## src/rtl/wp_pkg.sv

```systemverilog
package wp_pkg;

    typedef enum logic [3:0] {
        FN_OFF      = 4'd0,
        FN_SPC      = 4'd1,
        FN_SDAT     = 4'd2,
        FN_SBOTH    = 4'd3,
        FN_WP_PC    = 4'd4,
        FN_WP_RD    = 4'd5,
        FN_WP_WR    = 4'd6,
        FN_WP_RW    = 4'd7,
        FN_TR_PC    = 4'd8,
        FN_TR_RD    = 4'd9,
        FN_TR_WR    = 4'd10,
        FN_TR_RW    = 4'd11,
        FN_SDAT_RD  = 4'd12,
        FN_SDAT_WR  = 4'd13,
        FN_SBOTH_RD = 4'd14,
        FN_SBOTH_WR = 4'd15
    } wp_func_e;

    // Class of a function code, taken from its upper two bits
    localparam logic [1:0] CLS_SAMPLE = 2'b00;
    localparam logic [1:0] CLS_WATCH  = 2'b01;
    localparam logic [1:0] CLS_TRIG   = 2'b10;
    localparam logic [1:0] CLS_SDIR   = 2'b11;

    localparam logic [1:0] SZ_BAD = 2'b11;

    typedef struct packed {
        logic dbg;
        logic trig;
        logic spc;
        logic sdat;
    } wp_pulse_t;

    typedef struct packed {
        wp_pulse_t pulse;
        logic      matched;
    } wp_state_t;

endpackage

```

## src/rtl/wp_span_match.sv

```systemverilog
// Masked compare. The shift is the larger of the ignore width and the
// log2 byte size of the access. Both sides are then aligned
// power-of-two blocks, so they overlap exactly when they agree above
// that shift.
module wp_span_match #(
    parameter int AW  = 32,
    parameter int IGW = 4,
    parameter int SZW = 2
) (
    input  logic [AW-1:0]  addr,
    input  logic [AW-1:0]  cmp,
    input  logic [IGW-1:0] ign,
    input  logic [SZW-1:0] szlog,
    output logic           hit
);
    localparam int SHW = (IGW > SZW) ? IGW : SZW;

    logic [SHW-1:0] ign_w;
    logic [SHW-1:0] sz_w;
    logic [SHW-1:0] shamt;
    logic [AW-1:0]  keep;

    always_comb begin
        ign_w = SHW'(ign);
        sz_w  = SHW'(szlog);
        shamt = (sz_w > ign_w) ? sz_w : ign_w;
        keep  = {AW{1'b1}} << shamt;
        hit   = ((addr ^ cmp) & keep) == '0;
    end
endmodule

```

## src/rtl/wp_func_decode.sv

```systemverilog
module wp_func_decode
    import wp_pkg::*;
(
    input  logic [3:0] code,
    input  logic       pc_ev,
    input  logic       rd_ev,
    input  logic       wr_ev,
    input  logic       ds_fault,
    input  logic       ds_first,
    output wp_pulse_t  pl
);
    logic sel_ev;
    logic dat_any;
    logic dir_ev;

    always_comb begin
        pl      = '0;
        dat_any = rd_ev | wr_ev;
        dir_ev  = code[0] ? wr_ev : rd_ev;
        unique case (code[1:0])
            2'd0:    sel_ev = pc_ev;
            2'd1:    sel_ev = rd_ev;
            2'd2:    sel_ev = wr_ev;
            default: sel_ev = dat_any;
        endcase
        unique case (code[3:2])
            CLS_WATCH: pl.dbg  = sel_ev;
            CLS_TRIG:  pl.trig = sel_ev;
            CLS_SDIR: begin
                pl.sdat = dir_ev & ~ds_fault;
                pl.spc  = code[1] & dir_ev & ds_first;
            end
            default: begin
                unique case (code[1:0])
                    2'd1: pl.spc = pc_ev;
                    2'd2: pl.sdat = dat_any & ~ds_fault;
                    2'd3: begin
                        pl.sdat = dat_any & ~ds_fault;
                        pl.spc  = dat_any & ds_first;
                    end
                    default: pl = '0;
                endcase
            end
        endcase
    end
endmodule

```

## src/rtl/wp_comparator.sv

```systemverilog
module wp_comparator
    import wp_pkg::*;
#(
    parameter int AW          = 32,
    parameter int IGW         = 4,
    parameter bit CYC_CAPABLE = 1'b1
) (
    input  logic           clk,
    input  logic           rst_n,
    input  logic [AW-1:0]  cmp_value,
    input  logic [IGW-1:0] ign_bits,
    input  logic [3:0]     func_code,
    input  logic           cyc_sel,
    input  logic           flag_rd,
    input  logic           pc_valid,
    input  logic [AW-1:0]  pc_addr,
    input  logic           ds_valid,
    input  logic [AW-1:0]  ds_addr,
    input  logic           ds_write,
    input  logic [1:0]     ds_size,
    input  logic           ds_fault,
    input  logic           ds_first,
    input  logic [AW-1:0]  cyc_count,
    output logic           dbg_req,
    output logic           trc_trig,
    output logic           smp_pc,
    output logic           smp_data,
    output logic           matched
);
    wp_state_t st_d, st_q;
    wp_pulse_t dec;

    logic pc_hit, ds_hit, cyc_hit, cyc_mode;
    logic pc_ev, rd_ev, wr_ev, size_ok;

    wp_span_match #(.AW(AW), .IGW(IGW), .SZW(2)) u_pc_cmp (
        .addr(pc_addr), .cmp(cmp_value), .ign(ign_bits),
        .szlog(2'd0), .hit(pc_hit)
    );

    wp_span_match #(.AW(AW), .IGW(IGW), .SZW(2)) u_ds_cmp (
        .addr(ds_addr), .cmp(cmp_value), .ign(ign_bits),
        .szlog(ds_size), .hit(ds_hit)
    );

    generate
        if (CYC_CAPABLE) begin : g_cyc
            wp_span_match #(.AW(AW), .IGW(IGW), .SZW(2)) u_cyc_cmp (
                .addr(cyc_count), .cmp(cmp_value), .ign(ign_bits),
                .szlog(2'd0), .hit(cyc_hit)
            );
            assign cyc_mode = cyc_sel;
        end else begin : g_nocyc
            assign cyc_hit  = 1'b0;
            assign cyc_mode = 1'b0;
        end
    endgenerate

    always_comb begin
        size_ok = (ds_size != SZ_BAD);
        pc_ev   = cyc_mode ? cyc_hit : (pc_valid & pc_hit);
        rd_ev   = ds_valid & ~ds_write & ds_hit & size_ok;
        wr_ev   = ds_valid &  ds_write & ds_hit & size_ok;
    end

    wp_func_decode u_dec (
        .code(func_code), .pc_ev(pc_ev), .rd_ev(rd_ev), .wr_ev(wr_ev),
        .ds_fault(ds_fault), .ds_first(ds_first), .pl(dec)
    );

    always_comb begin
        st_d.pulse   = dec;
        st_d.matched = (|dec) | (st_q.matched & ~flag_rd);
    end

    always_ff @(posedge clk) begin
        if (!rst_n) begin
            st_q <= '0;
        end else begin
            st_q <= st_d;
        end
    end

    assign dbg_req  = st_q.pulse.dbg;
    assign trc_trig = st_q.pulse.trig;
    assign smp_pc   = st_q.pulse.spc;
    assign smp_data = st_q.pulse.sdat;
    assign matched  = st_q.matched;
endmodule

```

## config.mk

```make
export PLATFORM = sky130hd
export DESIGN_NAME = wp_comparator
export DESIGN_NICKNAME = d
export VERILOG_FILES = /design/src/rtl/wp_pkg.sv /design/src/rtl/wp_span_match.sv /design/src/rtl/wp_func_decode.sv /design/src/rtl/wp_comparator.sv
export SDC_FILE = /design/constraint.sdc
export NUM_CORES = 1
export LEC_CHECK = 0
export CAP_MARGIN = 20
export CORE_MARGIN = 2
export CORE_UTILIZATION = 30
export CTS_BUF_LIST = sky130_fd_sc_hd__clkbuf_16
export DETAILED_ROUTE_END_ITERATION = 12
export PLACE_DENSITY = 0.72
export SLEW_MARGIN = 10
export SYNTH_ARGS = -nofsm -noshare
export SYNTH_HDL_FRONTEND = slang
export SYNTH_HIERARCHICAL = 1
export SYNTH_SLANG_ARGS = --single-unit
```

## constraint.sdc

```tcl
create_clock -name clk -period 7.8 [get_ports clk]
set_input_delay 0.78 -clock clk [delete_from_list [all_inputs] [get_ports clk]]
set_output_delay 0.78 -clock clk [all_outputs]
set_load 0.05 [all_outputs]
```

==> results.toml <==
[sta]
period_needed_ns = 4.70
worst_slack_ns = 3.10
skew_ns = 0
finalHoldViolations = 0
setup_tns_ns = 0
setup_viol = 0
tightest_slew_ns = 1.04
period_share_pct = 60.2
maxSlewViolCount = 0
clock.fmax_mhz = 213
max_slew_margin_pct = 30.1
rsz0062_at_grt = "no"

[die]
start_util_pct = 31.4
die_area_um2 = 7440
fp.dieW_um = 86.3
num_rows = 29
core_um2 = 6460
die_y_um = 86.3
num_io_pins = 152

[cells_and_area]
area_delta_synth_final_pct = 84.0
diodes = 0
fillers = 614
drive_above_1_share_pct = 5.63
post-route-util_pct = 57.8
nNetsFinal = 580
fin_cells = 503

[critical_path]
cp.arrival_ns = 4.85
cp_max_fo = 24
slowest_delay_ns = 1.03
end_kind = "flop"
worstSetupStartpointType = "primary input"
critPathSlowestCell = "clkdlybuf4s50_1"
worstSetupPathType = "in2reg"
crit_chain = "clkdlybuf4s50_1 > inv_2 > ha_1 > and2b_1 > o211ai_4 > mux2_4 > a2111oi_2 > a31oi_1 > a2111oi_2 > nand2_1 > o21ai_0 > nor3b_1 > a221oi_1 > nor3b_1 > nor4_2 > a21boi_1"
required_ns = 7.95

[synth]
synth_top_area_share_pct = 28.5
synth.largest_area_cell = "xnor2_1"
yosysSeqAreaShare_pct = 4.93
ys_warn_count = 6
synth_area_leaders = "xnor2_1 28%, xor2_1 13%, dfxtp_1 4.9%"
synth.distinct_cells = 39
synth-seq-cells = 5
yosysMostFrequentCell = "xnor2_1"
post_synth.cell_area_avg_um2 = 7.69
synth-edff-count = 0
synth-async-reset-ratio_pct = 0
ys_top_cells_by_count = "66 x xnor2_1, 30 x xor2_1, 19 x nand2_1, 19 x nor2_1, 13 x a21oi_1"
synthFlopType = "dfxtp_1"
syn_inst = 264
netlist_area_um2 = 2030

[clock_tree]
cts_tree = "yes"
path_clk_slew_ns = 0.03
postCtsSetupRepairBufs = 0
clockBufferDepth = 2
holdBufCountCts = 0
cts.sinks = 5
clockRootBuffer = "clkbuf_16"
htree_levels = 1
worstSkewPairLatency_ns = 0.22
cts_resized = 0
cts_made_buffers = 3

[detailed_routing]
drt_iter0_drc = 52
drt_first_pass_iters = 4
ant_nets = 0
routed_wl_um = 7190
vias = 2437
routed_via_density = 4.84
drc = 0
wl_per_cell_um = 14.3

[grt]
grt_max_degree = 34
gr-usage-all-layers_pct = 19.0
grt_pass1_vias = 2593
grt_pass1_wl_um = 11600
antenna_found_initial = 0
grt.overflow.total = 0

[place]
place_congestion = 0.846
hpwl_um = 6360
placed_cells = 499
port_buffers = 151
pre_cts_slack_ns = 2.88

[power_and_ir_drop]
vdd_drop_max_mv = 0.0644
leakagePower_uw = 0.00132
p_per_area_nw_per_um2 = 79.5

[run_status]
status = "finished clean"

[hold_path]
hold_class = "reg2reg"

[flow_run]
drv_cap = 0
-- cells by family after synthesis --
logic type / after synthesis / share of synthesized area [%]
compound gates: 53 / 20.7
xor+xnor: 96 / 41.4
fa+ha+maj: 9 / 5.18
buf+inv: 12 / 2.59
flops: 5 / 4.93
mux: 7 / 4.25
other cells: 1 / 0.185
simple gates: 81 / 20.8
-- registers in the layout (all words and copies together) (netlist names) --
signal    count
smp_pc        1
trc_trig      1
smp_data      1
dbg_req       1
matched       1
-- critical path, delay by kind of cell --
kind	cells	cell delay [ns]
compound gates	7	1.39
buf+inv	2	1.11
simple gates	5	0.89
mux	1	0.34
fa+ha+maj	1	0.34
-- report_power, final --
| part | switching (uW) | internal (uW) | total, uW |
|---|---|---|---|
| Sequential | 0.0546 | 25.9 | 25.9 |
| Combinational | 75.4 | 113 | 189 |
| Clock | 16.2 | 66.3 | 82.5 |
-- cell usage in the layout, fill, tap and decap left out, types with 4 or more instances in the layout --
master / instances
clkdlybuf4s50_1: 151
xnor2_1: 66
xor2_1: 30
nand2_1: 19
nor2_1: 19
conb_1: 14
a21oi_1: 13
nand4_1: 9
o21ai_0: 8
nand3_1: 7
a31oi_1: 6
nor4_1: 6
a2111oi_2: 6
ha_1: 6
dfxtp_1: 5
o211ai_1: 5
inv_1: 4
-- routing by layer --
layer | global-route usage, % | up-vias | share of wire, %
li1 | - | 1248 | -
met1 | 20.2 | 1072 | 38
met2 | 37.7 | 115 | 51
met3 | 5.62 | 2 | 11
met4 | 2.41 | 0 | 0.39
met5 | 0 | - | 0
-- path summary, 6_finish.rpt --
kind                       from                 end  slack, ns  cells past startpoint
max                 ign_bits[1]  matched$_SDFF_PN0_       3.10                     16
min          matched$_SDFF_PN0_  matched$_SDFF_PN0_       0.50                      2
max reg2reg  matched$_SDFF_PN0_  matched$_SDFF_PN0_       7.18                      2
min reg2reg  matched$_SDFF_PN0_  matched$_SDFF_PN0_       0.50                      2
-- cell type report --
class                   count  area (um2)  share of cell area, %
repair buffers            151        1510                   40.5
flip-flops and latches      5         100                   2.68
clock inverters             1        3.75                  0.100
multi-input cells         260        1930                   51.6
inverters                   6        22.5                  0.603
well taps                  77        96.3                   2.58
clock buffers               3        75.1                   2.01
-- through the flow --
| step | hold slack (ns) | power (uW) | instance area (um2) |
|---|---|---|---|
| 2_1_floorplan | 0.693 | 110 | 2080 |
| 3_3_place_gp | 0.475 | 213 | 3660 |
| 3_5_place_dp | 0.496 | 215 | 3660 |
| 4_1_cts | 0.509 | 299 | 3740 |
| 5_1_grt | 0.554 | 317 | 3740 |
| 6_report | 0.502 | 297 | 3740 |
Power figures use the tool's default switching activity.
